--- config.mk ---
export PLATFORM = sky130hd
export DESIGN_NAME = rr_bidir_arbiter
export DESIGN_NICKNAME = d
export VERILOG_FILES = /design/src/rtl/rr_bidir_pkg.sv /design/src/rtl/rr_bidir_xpcell.sv /design/src/rtl/rr_bidir_grpreg.sv /design/src/rtl/rr_bidir_arbiter.sv
export SDC_FILE = /design/constraint.sdc
export NUM_CORES = 1
export LEC_CHECK = 0
export CORE_MARGIN = 1
export CORE_UTILIZATION = 30
export CTS_BUF_LIST = sky130_fd_sc_hd__clkbuf_8
export DETAILED_ROUTE_END_ITERATION = 16
export GPL_TIMING_DRIVEN = 0
export SLEW_MARGIN = 40
export SYNTH_ARGS = -nofsm -noshare
export SYNTH_HDL_FRONTEND = slang
export SYNTH_SLANG_ARGS = --single-unit
--- constraint.sdc ---
create_clock -name clk_i -period 3 [get_ports clk_i]
set_input_delay 0.75 -clock clk_i [delete_from_list [all_inputs] [get_ports clk_i]]
set_output_delay 0.75 -clock clk_i [all_outputs]
set_load 0.02 [all_outputs]
--- src/rtl/rr_bidir_pkg.sv ---
package rr_bidir_pkg;

   // Levels travelling from crosspoint i to crosspoint i+1.
   // lo_free: no low-group requester seen yet above this point.
   // hi_free: no high-group requester seen yet above this point.
   typedef struct packed {
      logic lo_free;
      logic hi_free;
   } dn_bus_t;

   localparam dn_bus_t DN_HEAD = '{lo_free: 1'b1, hi_free: 1'b1};

   // The upstream level entering the bottom cell: nothing lies below it.
   localparam logic UP_TAIL = 1'b0;

   // Group flag value taken at reset: every crosspoint in the high group.
   localparam logic GROUP_RESET = 1'b1;

endpackage

--- src/rtl/rr_bidir_xpcell.sv ---
module rr_bidir_xpcell
   import rr_bidir_pkg::*;
(
   input  logic    req_i,
   input  logic    hi_i,
   input  dn_bus_t dn_i,
   input  logic    up_i,
   output dn_bus_t dn_o,
   output logic    up_o,
   output logic    ack_o,
   output logic    hi_nxt_o
);

   logic lo_req;
   logic hi_req;
   logic lo_hit;
   logic hi_hit;

   assign lo_req = req_i & ~hi_i;
   assign hi_req = req_i &  hi_i;

   // Each downstream level is taken by the first requester of its group.
   assign lo_hit = lo_req & dn_i.lo_free;
   assign hi_hit = hi_req & dn_i.hi_free;

   assign dn_o.lo_free = dn_i.lo_free & ~lo_req;
   assign dn_o.hi_free = dn_i.hi_free & ~hi_req;

   // Upstream level: some high-group crosspoint at or below this one requests.
   assign up_o = up_i | hi_req;

   // A low-group hit is suppressed while the high group has a request.
   // Every high-group cell lies below every low-group cell, so up_i
   // carries the whole high group for a low-group cell.
   assign ack_o = hi_hit | (lo_hit & ~up_i);

   // Next flag: set exactly when this period's grant lies strictly above
   // this cell. With no request anywhere, the current flag is kept.
   always_comb begin
      if (hi_i) begin
         // Grant above in the high group, or no high request at all
         // (the grant is then in the low group above, or there is none).
         hi_nxt_o = ~dn_i.hi_free | (~req_i & ~up_i);
      end else begin
         // A low-group grant above, with the high group silent.
         hi_nxt_o = ~up_i & ~dn_i.lo_free;
      end
   end

endmodule

--- src/rtl/rr_bidir_grpreg.sv ---
module rr_bidir_grpreg
   import rr_bidir_pkg::*;
#(
   parameter int WIDTH = 8
) (
   input  logic             clk_i,
   input  logic             rst_ni,
   input  logic             load_i,
   input  logic [WIDTH-1:0] nxt_i,
   output logic [WIDTH-1:0] q_o
);

   generate
      if (WIDTH < 1) begin : g_bad_width
         $error("rr_bidir_grpreg: WIDTH must be at least 1");
      end
   endgenerate

   for (genvar b = 0; b < WIDTH; b++) begin : g_bit
      always_ff @(posedge clk_i or negedge rst_ni) begin
         if (!rst_ni) begin
            q_o[b] <= GROUP_RESET;
         end else if (load_i) begin
            q_o[b] <= nxt_i[b];
         end
      end
   end

endmodule

--- src/rtl/rr_bidir_arbiter.sv ---
module rr_bidir_arbiter
   import rr_bidir_pkg::*;
#(
   parameter int N = 8
) (
   input  logic         clk_i,
   input  logic         rst_ni,
   input  logic         period_i,
   input  logic [N-1:0] req_i,
   output logic [N-1:0] ack_o,
   output logic [N-1:0] hi_mask_o
);

   localparam int LINKS = N + 1;

   generate
      if (N < 2) begin : g_bad_n
         $error("rr_bidir_arbiter: N must be at least 2");
      end
   endgenerate

   dn_bus_t        dn_link [LINKS];
   logic [N:0]     up_link;
   logic [N-1:0]   hi_q;
   logic [N-1:0]   hi_nxt;

   // Boundary conditions at both ends of the chain.
   assign dn_link[0] = DN_HEAD;
   assign up_link[N] = UP_TAIL;

   for (genvar i = 0; i < N; i++) begin : g_xp
      rr_bidir_xpcell u_cell (
         .req_i    (req_i[i]),
         .hi_i     (hi_q[i]),
         .dn_i     (dn_link[i]),
         .up_i     (up_link[i+1]),
         .dn_o     (dn_link[i+1]),
         .up_o     (up_link[i]),
         .ack_o    (ack_o[i]),
         .hi_nxt_o (hi_nxt[i])
      );
   end

   rr_bidir_grpreg #(.WIDTH(N)) u_grp (
      .clk_i  (clk_i),
      .rst_ni (rst_ni),
      .load_i (period_i),
      .nxt_i  (hi_nxt),
      .q_o    (hi_q)
   );

   assign hi_mask_o = hi_q;

   // Chain tails that feed no cell are deliberately left open.
   logic unused_tail;
   assign unused_tail = ^{dn_link[N], up_link[0]};

endmodule

# [Word-level counts from Yosys, hierarchy flattened]
# Cells that the tools add are included.
[op_classes] mux=8 n_bitwise=132
[op_table] op="$and 1x1->1" count=62
[op_table] op="$not 1->1" count=49
[op_table] op="$or 1x1->1" count=21
[op_table] op="$mux 1" count=8
[word_totals] register_bits=8 inputBits=11 out_inout_bits=16 word_cells=148

# [Depth between registers and ports, before layout]
[depth] depth_word=11 ltp_mapped=6

# [Hierarchy]
# From an unflattened synthesis, not the netlist that was laid out.
[hier_totals] hier_cells=91 hier_area_um2=869.6
[modules_own_cells] mod="rr_bidir_xpcell" instances=8 cells_per_inst=9 area_each_um2=65.1 seq_area_each_um2=0.0
[modules_own_cells] mod="rr_bidir_grpreg" instances=1 cells_per_inst=17 area_each_um2=341.6 seq_area_each_um2=210.2
[modules_own_cells] mod="rr_bidir_arbiter" instances=1 cells_per_inst=2 area_each_um2=7.5 seq_area_each_um2=0.0

# [Worst setup path after synthesis]
# No wires, ideal clock.
[synth_path] path_kind="input-to-output" startpoint="in req_i[5]" endpoint="out ack_o[1]" arrival_ns=2.219 t_required_ns=2.250 setup_slack_ns=0.031 path_stages=5 path_buffers=1 path_cell_list="a222oi_1 nand3_2 or3b_1 a21oi_1 buf_4"
[synth_between] elab_chain_cells=8
[synth_lines] element="from (decl)" line="rr_bidir_arbiter.sv:9" source="input logic [N-1:0] req_i,"
[synth_lines] element="$and 1x1->1" line="rr_bidir_xpcell.sv:20" source="assign hi_req = req_i & hi_i;"
[synth_lines] element="$or 1x1->1 (4 in a row)" line="rr_bidir_xpcell.sv:30" source="assign up_o = up_i | hi_req;"
[synth_lines] element="$not 1->1" line="rr_bidir_xpcell.sv:35" source="assign ack_o = hi_hit | (lo_hit & ~up_i);"
[synth_lines] element="$and 1x1->1" line="rr_bidir_xpcell.sv:35"
[synth_lines] element="$or 1x1->1" line="rr_bidir_xpcell.sv:35"
[synth_lines] element="to (decl)" line="rr_bidir_arbiter.sv:10" source="output logic [N-1:0] ack_o,"
# Every way passes these cells.

# [Final worst setup path]
[layout_path] startpoint="in req_i[4]" endpoint="out ack_o[1]"
[layout_between] elab_chain_cells=7
[layout_lines] element="$and 1x1->1" line="rr_bidir_xpcell.sv:20"
[layout_lines] element="$or 1x1->1 (3 in a row)" line="rr_bidir_xpcell.sv:30"
[layout_lines] element="$not 1->1" line="rr_bidir_xpcell.sv:35"
[layout_lines] element="$and 1x1->1" line="rr_bidir_xpcell.sv:35"
[layout_lines] element="$or 1x1->1" line="rr_bidir_xpcell.sv:35"
# Every way passes these cells.

==> key figures <==
Outcome
  • Outcome: finished, final reports clean

Floorplan
  • Core area: 0.00278 sq mm
  • Die W: 56.3 um
  • FP Rows: 19
  • Initial Utilization: 31.8%
  • Die area: 0.00317 sq mm
  • Ports: 27
  • Die Ht: 56.3 um

Logic synthesis
  • Synth top area cells: dfstp_2 24%, buf_4 14%, nand2_1 6.4%
  • Commonest cells in the netlist: 16 x buf_4, 15 x nand2_1, 9 x a21oi_1, 8 x dfstp_2
  • Async set or reset register ratio after synthesis: 100%
  • Post-synthesis cell area: 883 sq um
  • Syn Nets: 128
  • Area share of the largest cell type after synthesis: 23.8%
  • Synth Register Bits: 8
  • Most common cell in the synthesized netlist: buf_4
  • Register area share after synthesis: 23.8%
  • Yosys Warn Count: 0
  • Number of flops mapped to enable cells by yosys: 0
  • Synth cell types: 38
  • Area leader, netlist: dfstp_2
  • Syn Inst Count: 117
  • Syn avg cell area: 7.55 sq um
  • Ys flop type: dfstp_2

Drt
  • Initial DRC count: 27
  • Post-route ant nets: 0
  • Routed wire per std cell: 12.8 um
  • Post-Route WL: 2400 um
  • Via density: 5.40
  • DRC viols: 0
  • Vias post-DR: 1015
  • TritonRoute pass-1 iters: 4

Timing
  • Max Fclk: 339 MHz
  • Worst Hold Slack: 0.509 ns
  • Final number of setup-violating endpoints: 0
  • Setup Skew: 0.00213 ns
  • Tcrit/Tclk final: 98.5%
  • Hold Fails Final Rpt: 0
  • Setup ws final: 0.0464 ns
  • Setup TNS Final: 0 ns
  • Relative slew slack: 71.7%
  • Post-route minimum period: 2.95 ns
  • Max Slew Vio Count: 0
  • Worst Max-Slew Pin Slew: 0.425 ns
  • RSZ-0062 raised after global routing: yes

Cells and area
  • Max reg flops: 8
  • Largest reg by FF count: u_grp.q_o
  • FF/Latch Area: 210 sq um
  • Layout fillers: 289
  • Fin cells: 188
  • Final core occ: 48.5%
  • Multi-input gate area: 588 sq um
  • Area Overhead vs Synth: 52.7%
  • Net count, final: 170
  • Diodes inserted: 0
  • Top Registers: u_grp.q_o x8
  • Layout cell share with drive strength beyond 1: 45.2%
  • Final Instance Area: 0.00135 sq mm

Global route
  • Pin count of the biggest net entering global routing: 11
  • First-pass GRT wire length: 3770 um
  • Gr usage total: 14.6%
  • Vias in the first global route: 880
  • GR Overflow Total: 0
  • Initial antenna violation count: 0

Place
  • Inst Count DP: 175
  • Routability Congestion: 0.788
  • Post-DP Area: 0.00119 sq mm
  • Pre-CTS setup slack: -1.19 ns
  • Port Buffer Count: 26
  • Dpl hpwl: 1590 um

Worst setup path
  • Crit end category: primary output
  • Kind of critical path: in2out
  • Worst-path cell chain: dlygate4sd2_1, a22oi_2, nand3_4, or3b_1, a21oi_2, buf_6
  • Crit-path max FO: 6
  • CP required: 2.25 ns
  • Critical path's slowest cell: or3b_1
  • CP startpoint kind: primary input
  • Slowest Stage Delay on Critical Path: 0.38 ns
  • Critical path arrival: 2.20 ns

CTS
  • Total CTS buffers: 3
  • H-tree depth: 1
  • CTS tree: built
  • Later-pin clock latency in the skew report: 0.22 ns
  • Clock buffer depth: 2
  • Worst-path clk slew: 0.04 ns
  • Clock root buffer: clkbuf_8
  • Total clock sinks: 8

Power
  • Worst IR Drop VDD: 0.000561 V
  • Design Power: 1.12 mW
  • Pleak: 0.587 nW
  • Pwr Density: 829 mW/mm^2

Min path
  • Worst Hold Class: reg2reg

Flow run
  • Max_cap viols: 0
-- layer usage --
metal / vias up / wire length [um] / GRT usage [%]
met3: 4 / 106 / 1.84
met4: 0 / 35 / 7.32
met5: - / 0 / 0
met1: 482 / 1090 / 19.2
met2: 32 / 1170 / 23.6
li1: 497 / - / -
-- final cells by class --
type / instances / area share (%)
plain buffers: 18 / 9.74
clock buffers: 3 / 3.06
inverters: 6 / 1.67
multi-input cells: 82 / 43.6
flip-flops and latches: 8 / 15.6
well taps: 31 / 2.88
repair buffers: 40 / 23.5
-- final timing paths --
| kind | from | to | slack (ns) | cells after the start |
|---|---|---|---|---|
| setup / recovery | req_i[4] | ack_o[1] | 0.05 | 6 |
| setup reg to reg | u_grp.q_o[1]$_DFFE_PN1P_ | u_grp.q_o[7]$_DFFE_PN1P_ | 1.19 | 6 |
| hold / removal | u_grp.q_o[0]$_DFFE_PN1P_ | u_grp.q_o[0]$_DFFE_PN1P_ | 0.51 | 1 |
| hold reg to reg | u_grp.q_o[0]$_DFFE_PN1P_ | u_grp.q_o[0]$_DFFE_PN1P_ | 0.51 | 1 |
| max in group asynchronous | rst_ni | u_grp.q_o[1]$_DFFE_PN1P_ | 1.88 | 1 |
| min in group asynchronous | rst_ni | u_grp.q_o[4]$_DFFE_PN1P_ | 1.09 | 1 |
-- repair_timing --
item,CTS,global route
gates cloned,0,0
setup endpoints to repair,8,8
hold endpoints to repair,0,0
pin swaps,8,8
hold buffers,0,0
gates resized for setup,57,23
buffers inserted,6,8
-- layout by cell type (no fill, tap or decap), types with 2 or more instances in the layout --
cell type	netlist	final
a222oi_1	2	2
nand2b_4	0	2
nor2_1	3	3
xor2_1	2	2
clkbuf_8	0	3
nand3_1	3	3
a21oi_1	9	7
clkbuf_2	0	6
and2_1	3	2
clkdlybuf4s50_1	0	10
a21oi_2	0	2
buf_6	1	3
dfstp_2	8	8
nor3_1	2	2
o21a_1	2	2
a31oi_1	3	3
o21ai_0	6	6
nand2_1	15	15
inv_1	6	5
buf_2	0	2
buf_4	16	33
nand4_1	5	5
clkbuf_1	4	2
-- critical path: cells and delay by family --
kind | cells | cell delay, ns
buf+inv | 2 | 0.44
simple gates | 2 | 0.52
compound gates | 2 | 0.48
-- logic make-up (layout without fill, tap and decap cells) --
kind of cell / count (synthesis) / in the layout / share of synthesized area, %
compound gates: 36 / 36 / 28.3
xor+xnor: 2 / 2 / 1.98
buf+inv: 27 / 67 / 19.1
flops: 8 / 8 / 23.8
simple gates: 44 / 44 / 26.8
-- power by group --
group	leakage [nW]	switching [mW]	internal [mW]
Clock	0.0216	0.0416	0.0869
Sequential	0.0835	0.0778	0.178
Combinational	0.482	0.345	0.390
Note: power is estimated with default switching activity, not from simulation.
